<file path="config.mk">
export PLATFORM = sky130hd
export DESIGN_NAME = mac_unit
export DESIGN_NICKNAME = d
export VERILOG_FILES = /design/src/rtl/mac_pkg.sv /design/src/rtl/mac_stage.sv /design/src/rtl/mac_opreg.sv /design/src/rtl/mac_mult.sv /design/src/rtl/mac_accum.sv /design/src/rtl/mac_unit.sv
export SDC_FILE = /design/constraint.sdc
export NUM_CORES = 2
export LEC_CHECK = 0
export BUFFER_PORTS_ARGS = -buffer_cell sky130_fd_sc_hd__buf_4
export CAP_MARGIN = 20
export CORE_MARGIN = 8
export CORE_UTILIZATION = 50
export CTS_BUF_LIST = sky130_fd_sc_hd__clkbuf_8 sky130_fd_sc_hd__clkbuf_16
export DETAILED_ROUTE_END_ITERATION = 10
export GPL_ROUTABILITY_DRIVEN = 0
export MAX_ROUTING_LAYER = met4
export PLACE_DENSITY_LB_ADDON = 0.1
export SKIP_LAST_GASP = 1
export SLEW_MARGIN = 20
export SYNTH_ARGS = -nofsm -noshare
export SYNTH_HDL_FRONTEND = slang
export SYNTH_SLANG_ARGS = --single-unit
</file>
<file path="constraint.sdc">
create_clock -name clk -period 11.85 [get_ports clk]
set_input_delay 1.7775 -clock clk [delete_from_list [all_inputs] [get_ports clk]]
set_output_delay 1.7775 -clock clk [all_outputs]
set_load 0.1 [all_outputs]
</file>
<file path="src/rtl/mac_pkg.sv">
package mac_pkg;

  // Control bundle that travels alongside the operands through every stage.
  typedef struct packed {
    logic sign_a;
    logic sign_b;
    logic sub;
    logic load;
  } mac_ctrl_t;

  localparam int unsigned CTRL_W = $bits(mac_ctrl_t);

endpackage

</file>
<file path="src/rtl/mac_stage.sv">
// Optional register stage: a plain enabled register, or a wire when REG=0.
module mac_stage #(
  parameter int unsigned W   = 8,
  parameter bit          REG = 1'b1
) (
  input  logic         clk,
  input  logic         rst,
  input  logic         ce,
  input  logic [W-1:0] d,
  output logic [W-1:0] q
);

  generate
    if (REG) begin : g_reg
      always_ff @(posedge clk) begin
        if (rst)     q <= '0;
        else if (ce) q <= d;
      end

      AST_STAGE_HOLD: assert property (@(posedge clk) disable iff (rst)
        !ce |=> $stable(q));
    end else begin : g_wire
      logic unused_stage_ok;
      assign unused_stage_ok = ^{clk, rst, ce};
      assign q = d;
    end
  endgenerate

endmodule

</file>
<file path="src/rtl/mac_opreg.sv">
// Operand input stage with serial-chain selection and chain output.
module mac_opreg #(
  parameter int unsigned W   = 8,
  parameter bit          REG = 1'b1
) (
  input  logic         clk,
  input  logic         rst,
  input  logic         ce,
  input  logic [W-1:0] par_d,
  input  logic [W-1:0] ser_d,
  input  logic         ser_sel,
  output logic [W-1:0] q,
  output logic [W-1:0] sro
);

  logic [W-1:0] pick;   // operand chosen for this stage

  assign pick = ser_sel ? ser_d : par_d;

  mac_stage #(.W(W), .REG(REG)) u_stage (
    .clk (clk),
    .rst (rst),
    .ce  (ce),
    .d   (pick),
    .q   (q)
  );

  assign sro = q;

  generate
    if (REG) begin : g_chk
      AST_SERIAL_PICK: assert property (@(posedge clk) disable iff (rst)
        (ce && ser_sel) |=> (sro == $past(ser_d)));
      AST_PARALLEL_PICK: assert property (@(posedge clk) disable iff (rst)
        (ce && !ser_sel) |=> (sro == $past(par_d)));
    end
  endgenerate

endmodule

</file>
<file path="src/rtl/mac_mult.sv">
// Product generation with per-operand signedness, plus the optional pipeline
// stage that also carries the controls and preload value.
module mac_mult
  import mac_pkg::*;
#(
  parameter int unsigned A_W = 18,
  parameter int unsigned B_W = 18,
  parameter int unsigned AW  = 52,
  parameter bit          REG = 1'b1
) (
  input  logic                  clk,
  input  logic                  rst,
  input  logic                  ce,
  input  logic [A_W-1:0]        op_a,
  input  logic [B_W-1:0]        op_b,
  input  mac_ctrl_t             ctrl_in,
  input  logic [AW-1:0]         pre_in,
  output logic [A_W+B_W:0]      prod_out,
  output mac_ctrl_t             ctrl_out,
  output logic [AW-1:0]         pre_out
);

  localparam int unsigned PW   = A_W + B_W;
  localparam int unsigned XW   = PW + 2;
  localparam int unsigned BUSW = PW + 1 + CTRL_W + AW;

  // Exact product of the two operands under their own signedness, returned
  // as a PW+1-bit two's complement number (always wide enough).
  function automatic logic [PW:0] mul_ext(
    input logic [A_W-1:0] a,
    input logic [B_W-1:0] b,
    input logic           sa,
    input logic           sb
  );
    logic signed [A_W:0] ax;
    logic signed [B_W:0] bx;
    logic signed [XW-1:0] full;
    ax   = $signed({sa & a[A_W-1], a});
    bx   = $signed({sb & b[B_W-1], b});
    full = XW'(ax) * XW'(bx);
    return full[PW:0];
  endfunction

  logic [PW:0]     prod_now;
  logic [BUSW-1:0] bus_d;
  logic [BUSW-1:0] bus_q;

  assign prod_now = mul_ext(op_a, op_b, ctrl_in.sign_a, ctrl_in.sign_b);
  assign bus_d    = {prod_now, ctrl_in, pre_in};

  mac_stage #(.W(BUSW), .REG(REG)) u_pipe (
    .clk (clk),
    .rst (rst),
    .ce  (ce),
    .d   (bus_d),
    .q   (bus_q)
  );

  assign prod_out = bus_q[BUSW-1 -: PW+1];
  assign ctrl_out = bus_q[AW +: CTRL_W];
  assign pre_out  = bus_q[AW-1:0];

  // An all-unsigned product can never be negative.
  always_comb begin
    if (!ctrl_in.sign_a && !ctrl_in.sign_b)
      AST_UNSIGNED_PROD_POS: assert (prod_now[PW] == 1'b0);
  end

endmodule

</file>
<file path="src/rtl/mac_accum.sv">
// Accumulator (always registered) with load priority and sticky overflow.
module mac_accum
  import mac_pkg::*;
#(
  parameter int unsigned PW = 36,
  parameter int unsigned AW = 52
) (
  input  logic          clk,
  input  logic          rst,
  input  logic          ce,
  input  logic [PW:0]   prod,
  input  mac_ctrl_t     ctrl,
  input  logic [AW-1:0] preload,
  output logic [AW-1:0] acc,
  output logic          ovf
);

  typedef struct packed {
    logic          ov;
    logic [AW-1:0] sum;
  } step_t;

  // One accumulate step, computed two bits wider than the accumulator so
  // that the exact result is visible for the overflow decision.
  function automatic step_t acc_step(
    input logic [AW-1:0] cur,
    input logic [PW:0]   p,
    input logic          signed_mode,
    input logic          subtract
  );
    logic [AW+1:0] base;
    logic [AW+1:0] px;
    logic [AW+1:0] r;
    step_t         s;
    base = signed_mode ? {{2{cur[AW-1]}}, cur} : {2'b00, cur};
    px   = {{(AW+1-PW){p[PW]}}, p};
    r    = subtract ? (base - px) : (base + px);
    if (signed_mode)
      s.ov = !((r[AW+1:AW-1] == 3'b000) || (r[AW+1:AW-1] == 3'b111));
    else
      s.ov = (r[AW+1:AW] != 2'b00);
    s.sum = r[AW-1:0];
    return s;
  endfunction

  step_t step_now;
  logic  step_ovf;     // this step would overflow (event wire)
  logic  load_hit;     // a load is being applied this edge (event wire)

  assign step_now = acc_step(acc, prod, ctrl.sign_a | ctrl.sign_b, ctrl.sub);
  assign step_ovf = step_now.ov;
  assign load_hit = ce & ctrl.load;

  always_ff @(posedge clk) begin
    if (rst) begin
      acc <= '0;
      ovf <= 1'b0;
    end else if (ce) begin
      if (ctrl.load) begin
        acc <= preload;
        ovf <= 1'b0;
      end else begin
        acc <= step_now.sum;
        ovf <= ovf | step_ovf;
      end
    end
  end

  AST_RESET_CLEARS: assert property (@(posedge clk)
    rst |=> (acc == '0 && !ovf));
  AST_LOAD_TAKES_PRELOAD: assert property (@(posedge clk) disable iff (rst)
    load_hit |=> (acc == $past(preload) && !ovf));
  AST_HOLD_ON_CE_LOW: assert property (@(posedge clk) disable iff (rst)
    !ce |=> ($stable(acc) && $stable(ovf)));
  AST_OVF_ON_STEP: assert property (@(posedge clk) disable iff (rst)
    (ce && !ctrl.load && step_ovf) |=> ovf);
  AST_OVF_STICKY: assert property (@(posedge clk) disable iff (rst)
    (ce && !ctrl.load && ovf) |=> ovf);
  AST_OVF_NO_SPURIOUS: assert property (@(posedge clk) disable iff (rst)
    (ce && !ctrl.load && !ovf && !step_ovf) |=> !ovf);

endmodule

</file>
<file path="src/rtl/mac_unit.sv">
// Configurable multiply-accumulate unit: top level.
module mac_unit
  import mac_pkg::*;
#(
  parameter int unsigned A_W      = 18,
  parameter int unsigned B_W      = 18,
  parameter int unsigned GUARD    = 16,
  parameter bit          REG_IN   = 1'b1,
  parameter bit          REG_PIPE = 1'b1
) (
  input  logic                       clk,
  input  logic                       rst,
  input  logic                       ce,
  input  logic [A_W-1:0]             a_in,
  input  logic [B_W-1:0]             b_in,
  input  logic [A_W-1:0]             sri_a,
  input  logic [B_W-1:0]             sri_b,
  input  logic                       ser_sel_a,
  input  logic                       ser_sel_b,
  input  logic                       sign_a,
  input  logic                       sign_b,
  input  logic                       sub_en,
  input  logic                       load_en,
  input  logic [A_W+B_W+GUARD-1:0]   preload,
  output logic [A_W+B_W+GUARD-1:0]   acc_out,
  output logic                       ovf,
  output logic [A_W-1:0]             sro_a,
  output logic [B_W-1:0]             sro_b
);

  localparam int unsigned PW = A_W + B_W;
  localparam int unsigned AW = PW + GUARD;

  mac_ctrl_t       ctrl_raw;
  logic [CTRL_W-1:0] ctrl_s1_bits;
  mac_ctrl_t       ctrl_s1;
  mac_ctrl_t       ctrl_s2;
  logic [A_W-1:0]  op_a_s1;
  logic [B_W-1:0]  op_b_s1;
  logic [AW-1:0]   pre_s1;
  logic [AW-1:0]   pre_s2;
  logic [PW:0]     prod_s2;

  assign ctrl_raw = '{sign_a: sign_a, sign_b: sign_b, sub: sub_en, load: load_en};

  // Stage 1: operand input registers (optional) with serial chain.
  mac_opreg #(.W(A_W), .REG(REG_IN)) u_opreg_a (
    .clk     (clk),
    .rst     (rst),
    .ce      (ce),
    .par_d   (a_in),
    .ser_d   (sri_a),
    .ser_sel (ser_sel_a),
    .q       (op_a_s1),
    .sro     (sro_a)
  );

  mac_opreg #(.W(B_W), .REG(REG_IN)) u_opreg_b (
    .clk     (clk),
    .rst     (rst),
    .ce      (ce),
    .par_d   (b_in),
    .ser_d   (sri_b),
    .ser_sel (ser_sel_b),
    .q       (op_b_s1),
    .sro     (sro_b)
  );

  mac_stage #(.W(CTRL_W), .REG(REG_IN)) u_ctrl_s1 (
    .clk (clk),
    .rst (rst),
    .ce  (ce),
    .d   (ctrl_raw),
    .q   (ctrl_s1_bits)
  );
  assign ctrl_s1 = ctrl_s1_bits;

  mac_stage #(.W(AW), .REG(REG_IN)) u_pre_s1 (
    .clk (clk),
    .rst (rst),
    .ce  (ce),
    .d   (preload),
    .q   (pre_s1)
  );

  // Stage 2: multiplier with optional pipeline register.
  mac_mult #(.A_W(A_W), .B_W(B_W), .AW(AW), .REG(REG_PIPE)) u_mult (
    .clk      (clk),
    .rst      (rst),
    .ce       (ce),
    .op_a     (op_a_s1),
    .op_b     (op_b_s1),
    .ctrl_in  (ctrl_s1),
    .pre_in   (pre_s1),
    .prod_out (prod_s2),
    .ctrl_out (ctrl_s2),
    .pre_out  (pre_s2)
  );

  // Stage 3: accumulator, always registered.
  mac_accum #(.PW(PW), .AW(AW)) u_accum (
    .clk     (clk),
    .rst     (rst),
    .ce      (ce),
    .prod    (prod_s2),
    .ctrl    (ctrl_s2),
    .preload (pre_s2),
    .acc     (acc_out),
    .ovf     (ovf)
  );

endmodule

</file>
---- Word level (Yosys, flattened, before mapping) ----
Cells that the tools add are included.
storage, ports and cells
  flip-flop bits (word level) ............. 238
  bits of input ports ..................... 133
cells by class
  $add $sub $neg .......................... 2
  muxes and demuxes ....................... 7
  $mul .................................... 1
  reductions and logical operators ........ 4
  eq/ne operators ......................... 1
  bitwise operators ....................... 4
operator list
  operator                              number
  2-to-1 mux 54 bit                     2
  adder 54 bit                          1
  subtractor 54 bit                     1
  2-to-1 mux 52 bit                     1
  multiplier 19 x 19 -> 37 bit          1
  2-to-1 mux 18 bit                     2
  == test 3 bit, second input constant  1
  zero test 3 bit                       1
  bitwise AND 1 bit                     2
  2-to-1 mux 1 bit                      2
  OR 1 bit                              2
  nonzero test 2 bit                    1
  zero test 1 bit                       1
  logical OR 1 bit                      1

---- Logic depth before layout (Yosys ltp) ----
  word-level depth ........................ 10
  gate-level depth with buffers ........... 27
  gate-level depth less buffers ........... 25

---- Hierarchy ----
From an unflattened synthesis, not the netlist that was laid out.
unflattened totals
  cell total of the unflattened synthesis .. 3,025
  area total of the unflattened synthesis .. 27,303.7 um^2
by module, submodules not included
  module                             cells an instance  area each (um^2)  times used
  mac_mult                           1,471              13,437.9          1
  mac_accum                          881                6,383.6           1
  mac_stage (u_mult.u_pipe)          300                3,363.2           1
  mac_stage (u_pre_s1)               168                1,866.8           1
  mac_stage (u_opreg_a.u_stage ...)  58                 649.4             2
  mac_opreg                          38                 406.6             2
  mac_stage (u_ctrl_s1)              13                 140.1             1

---- Worst setup path before layout ----
No wires, ideal clock.
  kind .................................... register to register
  start point ............................. reg u_opreg_a.u_stage.q[17]
  end point ............................... reg u_mult.u_pipe.q[90]
  arrival ................................. 7,480 ps
  library setup time ...................... 128 ps
  stages on the path, launching flop included .. 26
  required time ........................... 11,722 ps
  path slack .............................. 4,242 ps
  clock period less this slack ............ 7,608 ps
  cell sequence ........................... dfxtp_1 -> and2_0 -> clkbuf_1 -> nand2_1 -> fa_1 -> inv_1 -> fa_1 -> fa_1 -> inv_1 -> fa_1 -> inv_1 -> fa_1 -> inv_1 -> fa_1 -> inv_1 -> ha_1 -> ha_1 -> nor2b_1 -> o21ai_0 -> nand2b_1 -> a22o_1 -> or3_1 -> a31oi_1 -> xnor2_1 -> mux2i_1 -> nor2_1
on the way
  cells in the longest elaborated chain, start to end .. 2
RTL lines
  item                              RTL line         source
  start, declared                   mac_stage.sv:10  output logic [W-1:0] q
  start signal, assigned            mac_stage.sv:16  if (rst) q <= '0;
  start signal, assigned            mac_stage.sv:17  else if (ce) q <= d;
  bitwise AND 1 bit                 mac_mult.sv:38   ax = $signed({sa & a[A_W-1], a});
  multiplier 19 x 19 -> 37 bit (*)  mac_mult.sv:40   full = XW'(ax) * XW'(bx);
  end signal, assigned              mac_stage.sv:16
  end signal, assigned              mac_stage.sv:17
  end, declared                     mac_stage.sv:10
Mark *: on every way between the ends. The rest lies on a longest branch, timed or not.
A chain may end at the register's enable or synchronous reset.

---- Worst setup path in the final report ----
Ends and elaborated chain as after synthesis.

==> out/qor.csv <==
stage;metric;value;unit
die;initial_core_util;0.504;
sta;max_freq;123;MHz
hold_path;hold_class;reg -> reg;
sta;slew_violations;0;
clocking;worstSkewPairLatency;0.60;ns
die;fp.dieW;246;µm
worst_setup_path;slowest_stage;dfxtp_1;
power_and_ir_drop;p_leak;0.0143;µW
route;drtIter0Drc;1327;
finish;antenna_cells;0;
synthesis;async_flop_share;0;
route;vias;20741;
worst_setup_path;critPathBufInv;5;
route;drcViolationCount;0;
clocking;cts_hold_buf;0;
outcome;outcome;complete, no violations;
global_route;grt_pass1_vias;21571;
worst_setup_path;path_cells;and2_0 > nand2_1 > fa_1 > inv_1 > fa_1 > fa_1 > inv_1 > fa_1 > inv_1 > fa_1 > inv_1 > fa_1 > inv_1 > ha_1 > ha_1 > nor2b_1 > o21ai_0 > nand2b_1 > a22o_1 > or3_1 > a31oi_1 > xnor2_1 > mux2i_1 > nor2_1;
finish;drive_gt1_frac;0.100;
power_and_ir_drop;irDropWorstVdd;162;µV
synthesis;syn_area;26400;µm²
placed_design;portBuffers;221;
sta;timing.final.crit_share;0.685;
synthesis;syn_inst;3007;
die;dieArea;60500;µm²
finish;area.growth.synth_to_final;11.2;%
global_route;antenna_found_initial;0;
clocking;numCtsBuffers;28;
sta;rsz0062_at_grt;no;
worst_setup_path;crit_top_cell;fa_1;
clocking;cts.sinks;238;
worst_setup_path;cp-end-kind;flip-flop;
placed_design;dp_hpwl;53000;µm
global_route;overflow;0;
route;finalWirelength;68300;µm
sta;worst_pin_slew;1.08;ns
clocking;htree_levels;1;
worst_setup_path;path_class;reg -> reg;
sta;final.setup_skew;0.0498;ns
synthesis;yosys.area.top_type;fa_1;
synthesis;synth_area_per_cell;8.79;µm²
clocking;ctsLongestPathBuffers;3;
clocking;post-cts-setup-buffers;0;
synthesis;seq_area_frac_synth;0.180;
worst_setup_path;crit_path_max_incr_delay;0.81;ns
worst_setup_path;critPathRequiredTime;12.31;ns
route;avgViaCountPerCell;5.45;
synthesis;synth_top_area_frac;0.276;
worst_setup_path;cp_max_fo;27;
route;wl_per_cell;17.9;µm
die;io_pins;222;
finish;final_cell_area;29400;µm²
clocking;cts_tree;built;
synthesis;syn_nets;3668;
synthesis;synth_enable_flop_cells;0;
run;max_cap_violations;0;
synthesis;synth.distinct_cells;80;
worst_setup_path;path_delay_family;adder cells;
synthesis;netlist_top_cells_area;fa_1 (28%), dfxtp_1 (18%), ha_1 (7.8%), mux2i_1 (7.3%), inv_1 (5.6%);
die;rows;84;
die;die_h;246;µm
route;firstDrtPassIters;5;
worst_setup_path;start_kind;flip-flop;
finish;nets;3762;
power_and_ir_drop;cellPowerDensity;155;nW/µm²
synthesis;synth-main-ff-cell;dfxtp_1;
global_route;grt_pass1_wl;114000;µm
synthesis;yosys_warnings;0;
sta;final-hold-violation-count;0;
synthesis;ys_ff_latch;238;
sta;setup_tns;0;ns
sta;min_period;8.11;ns
clocking;path_clk_slew;0.07;ns
clocking;cts_resized;0;
worst_setup_path;cp_data_arrival_time;8.57;ns
global_route;grt_use_total;0.236;
placed_design;postPlaceCellArea;28400;µm²
route;ant_nets;0;
sta;setup_viol;0;
global_route;grt_max_degree;164;
sta;relSlewSlack;0.279;
die;core;52400;µm²
clocking;clockRootBuffer;clkbuf_16;
## state kept, by name, indices dropped and copies added, names as in the netlist
| signal | count |
|---|---|
| u_accum.acc | 52 |
| u_accum.ovf | 1 |
| u_ctrl_s1.q | 4 |
| u_mult.u_pipe.q | 93 |
| u_opreg_a.u_stage.q | 18 |
| u_opreg_b.u_stage.q | 18 |
| u_pre_s1.q | 52 |
## kinds of logic (layout without fill, tap and decap cells)
group,count (synthesis),count (layout),synth area share
simple gates,934,934,0.164
mux,192,192,0.0727
flops,238,238,0.180
fa+ha+maj,528,528,0.353
xor+xnor,118,118,0.0391
compound gates,426,426,0.109
buf+inv,571,684,0.0812
## cell usage after synthesis (9+ instances only)
| master | instances |
|---|---|
| a21oi_1 | 100 |
| nand2_1 | 297 |
| or2_2 | 9 |
| a21o_1 | 46 |
| buf_1 | 19 |
| xor2_1 | 26 |
| and3_1 | 16 |
| a311oi_1 | 15 |
| fa_1 | 364 |
| o21ai_0 | 54 |
| nor2_1 | 316 |
| ha_1 | 164 |
| inv_1 | 395 |
| a211oi_1 | 56 |
| o211ai_1 | 24 |
| mux2i_1 | 192 |
| nor3_1 | 27 |
| o21a_1 | 12 |
| nand4_1 | 11 |
| and4_1 | 10 |
| a31oi_1 | 19 |
| nand3_1 | 22 |
| dfxtp_1 | 238 |
| and2_1 | 156 |
| nand2b_1 | 16 |
| clkbuf_1 | 154 |
| xnor2_1 | 92 |
| o21ai_1 | 18 |
| nor2b_1 | 15 |
| or3_1 | 9 |
| o21bai_1 | 10 |
## cell usage in the layout (no fill, tap or decap), types with 5 or more instances in the layout
| cell type | Yosys | final |
|---|---|---|
| inv_1 | 395 | 400 |
| fa_1 | 364 | 364 |
| nor2_1 | 316 | 316 |
| nand2_1 | 297 | 297 |
| dfxtp_1 | 238 | 236 |
| buf_4 | 0 | 235 |
| mux2i_1 | 192 | 192 |
| ha_1 | 164 | 164 |
| and2_1 | 156 | 156 |
| a21oi_1 | 100 | 99 |
| xnor2_1 | 92 | 92 |
| a211oi_1 | 56 | 56 |
| o21ai_0 | 54 | 54 |
| a21o_1 | 46 | 46 |
| clkbuf_16 | 0 | 28 |
| nor3_1 | 27 | 27 |
| xor2_1 | 26 | 26 |
| o211ai_1 | 24 | 24 |
| nand3_1 | 22 | 22 |
| a31oi_1 | 19 | 19 |
| o21ai_1 | 18 | 18 |
| and3_1 | 16 | 16 |
| nand2b_1 | 16 | 16 |
| nor2b_1 | 15 | 15 |
| a311oi_1 | 15 | 15 |
| o21a_1 | 12 | 12 |
| nand4_1 | 11 | 11 |
| o21bai_1 | 10 | 10 |
| and4_1 | 10 | 10 |
| or2_2 | 9 | 9 |
| or3_1 | 9 | 9 |
| nor3b_1 | 6 | 6 |
| o31ai_1 | 6 | 6 |
| o31a_1 | 6 | 6 |
| nor4_1 | 5 | 5 |
| o22ai_1 | 5 | 5 |
| a21boi_1 | 5 | 5 |
| clkinv_2 | 0 | 5 |
## where the power goes
group          internal (µW)  switching, µW  total [µW]
clock                    515            370         885
combinational            986           1630        2610
sequential               901            157        1060
total                   2400           2160        4560
## cell type report
cell class                      instances  area (µm²)
Timing Repair Buffer                  238        1810
Tap cell                              688         861
Sequential cell                       238        4770
Fill cell                            4789       23100
Inverter                              397        1490
Multi-Input combinational cell       2198       19500
Clock buffer                           31         742
Clock inverter                         18         196
## worst min-delay path, delay by kind of cell (launching register included)
family	cells	cell delay, ns
AOI/OAI and AO/OA	1	0.08
and+or+nand+nor	1	0.05
DFF	1	0.31
## stage by stage
step	total power [µW]	instances	utilization	hold slack, ns	setup slack [ns]
detailed placement	3660	3759	0.542	0.476	3.75
global placement	3630	3759	0.542	0.468	4.00
global route	4910	3808	0.560	0.502	3.17
CTS	4590	3808	0.560	0.482	3.72
finish	4560	3808	0.560	0.483	3.74
floorplan	3020	3007	-	0.451	4.24
## metal layers
layer	up-vias	wire length (µm)	global-route usage
met2	575	32100	0.375
met5	-	0	-
met4	0	1300	0.0488
li1	9924	-	-
met1	10174	31100	0.323
met3	68	3870	0.0290
## worst paths after layout
| kind | startpoint | to | slack (ns) | cells after the start |
|---|---|---|---|---|
| worst max register to register | u_opreg_a.u_stage.q[17] | u_mult.u_pipe.q[90] | 3.74 | 24 |
| worst min-delay path | u_mult.u_pipe.q[51] | u_accum.acc[51] | 0.48 | 2 |
| worst min register to register | u_mult.u_pipe.q[51] | u_accum.acc[51] | 0.48 | 2 |
| worst max-delay path | u_opreg_a.u_stage.q[17] | u_mult.u_pipe.q[90] | 3.74 | 24 |
No activity file was read; power rests on OpenSTA's default activity.
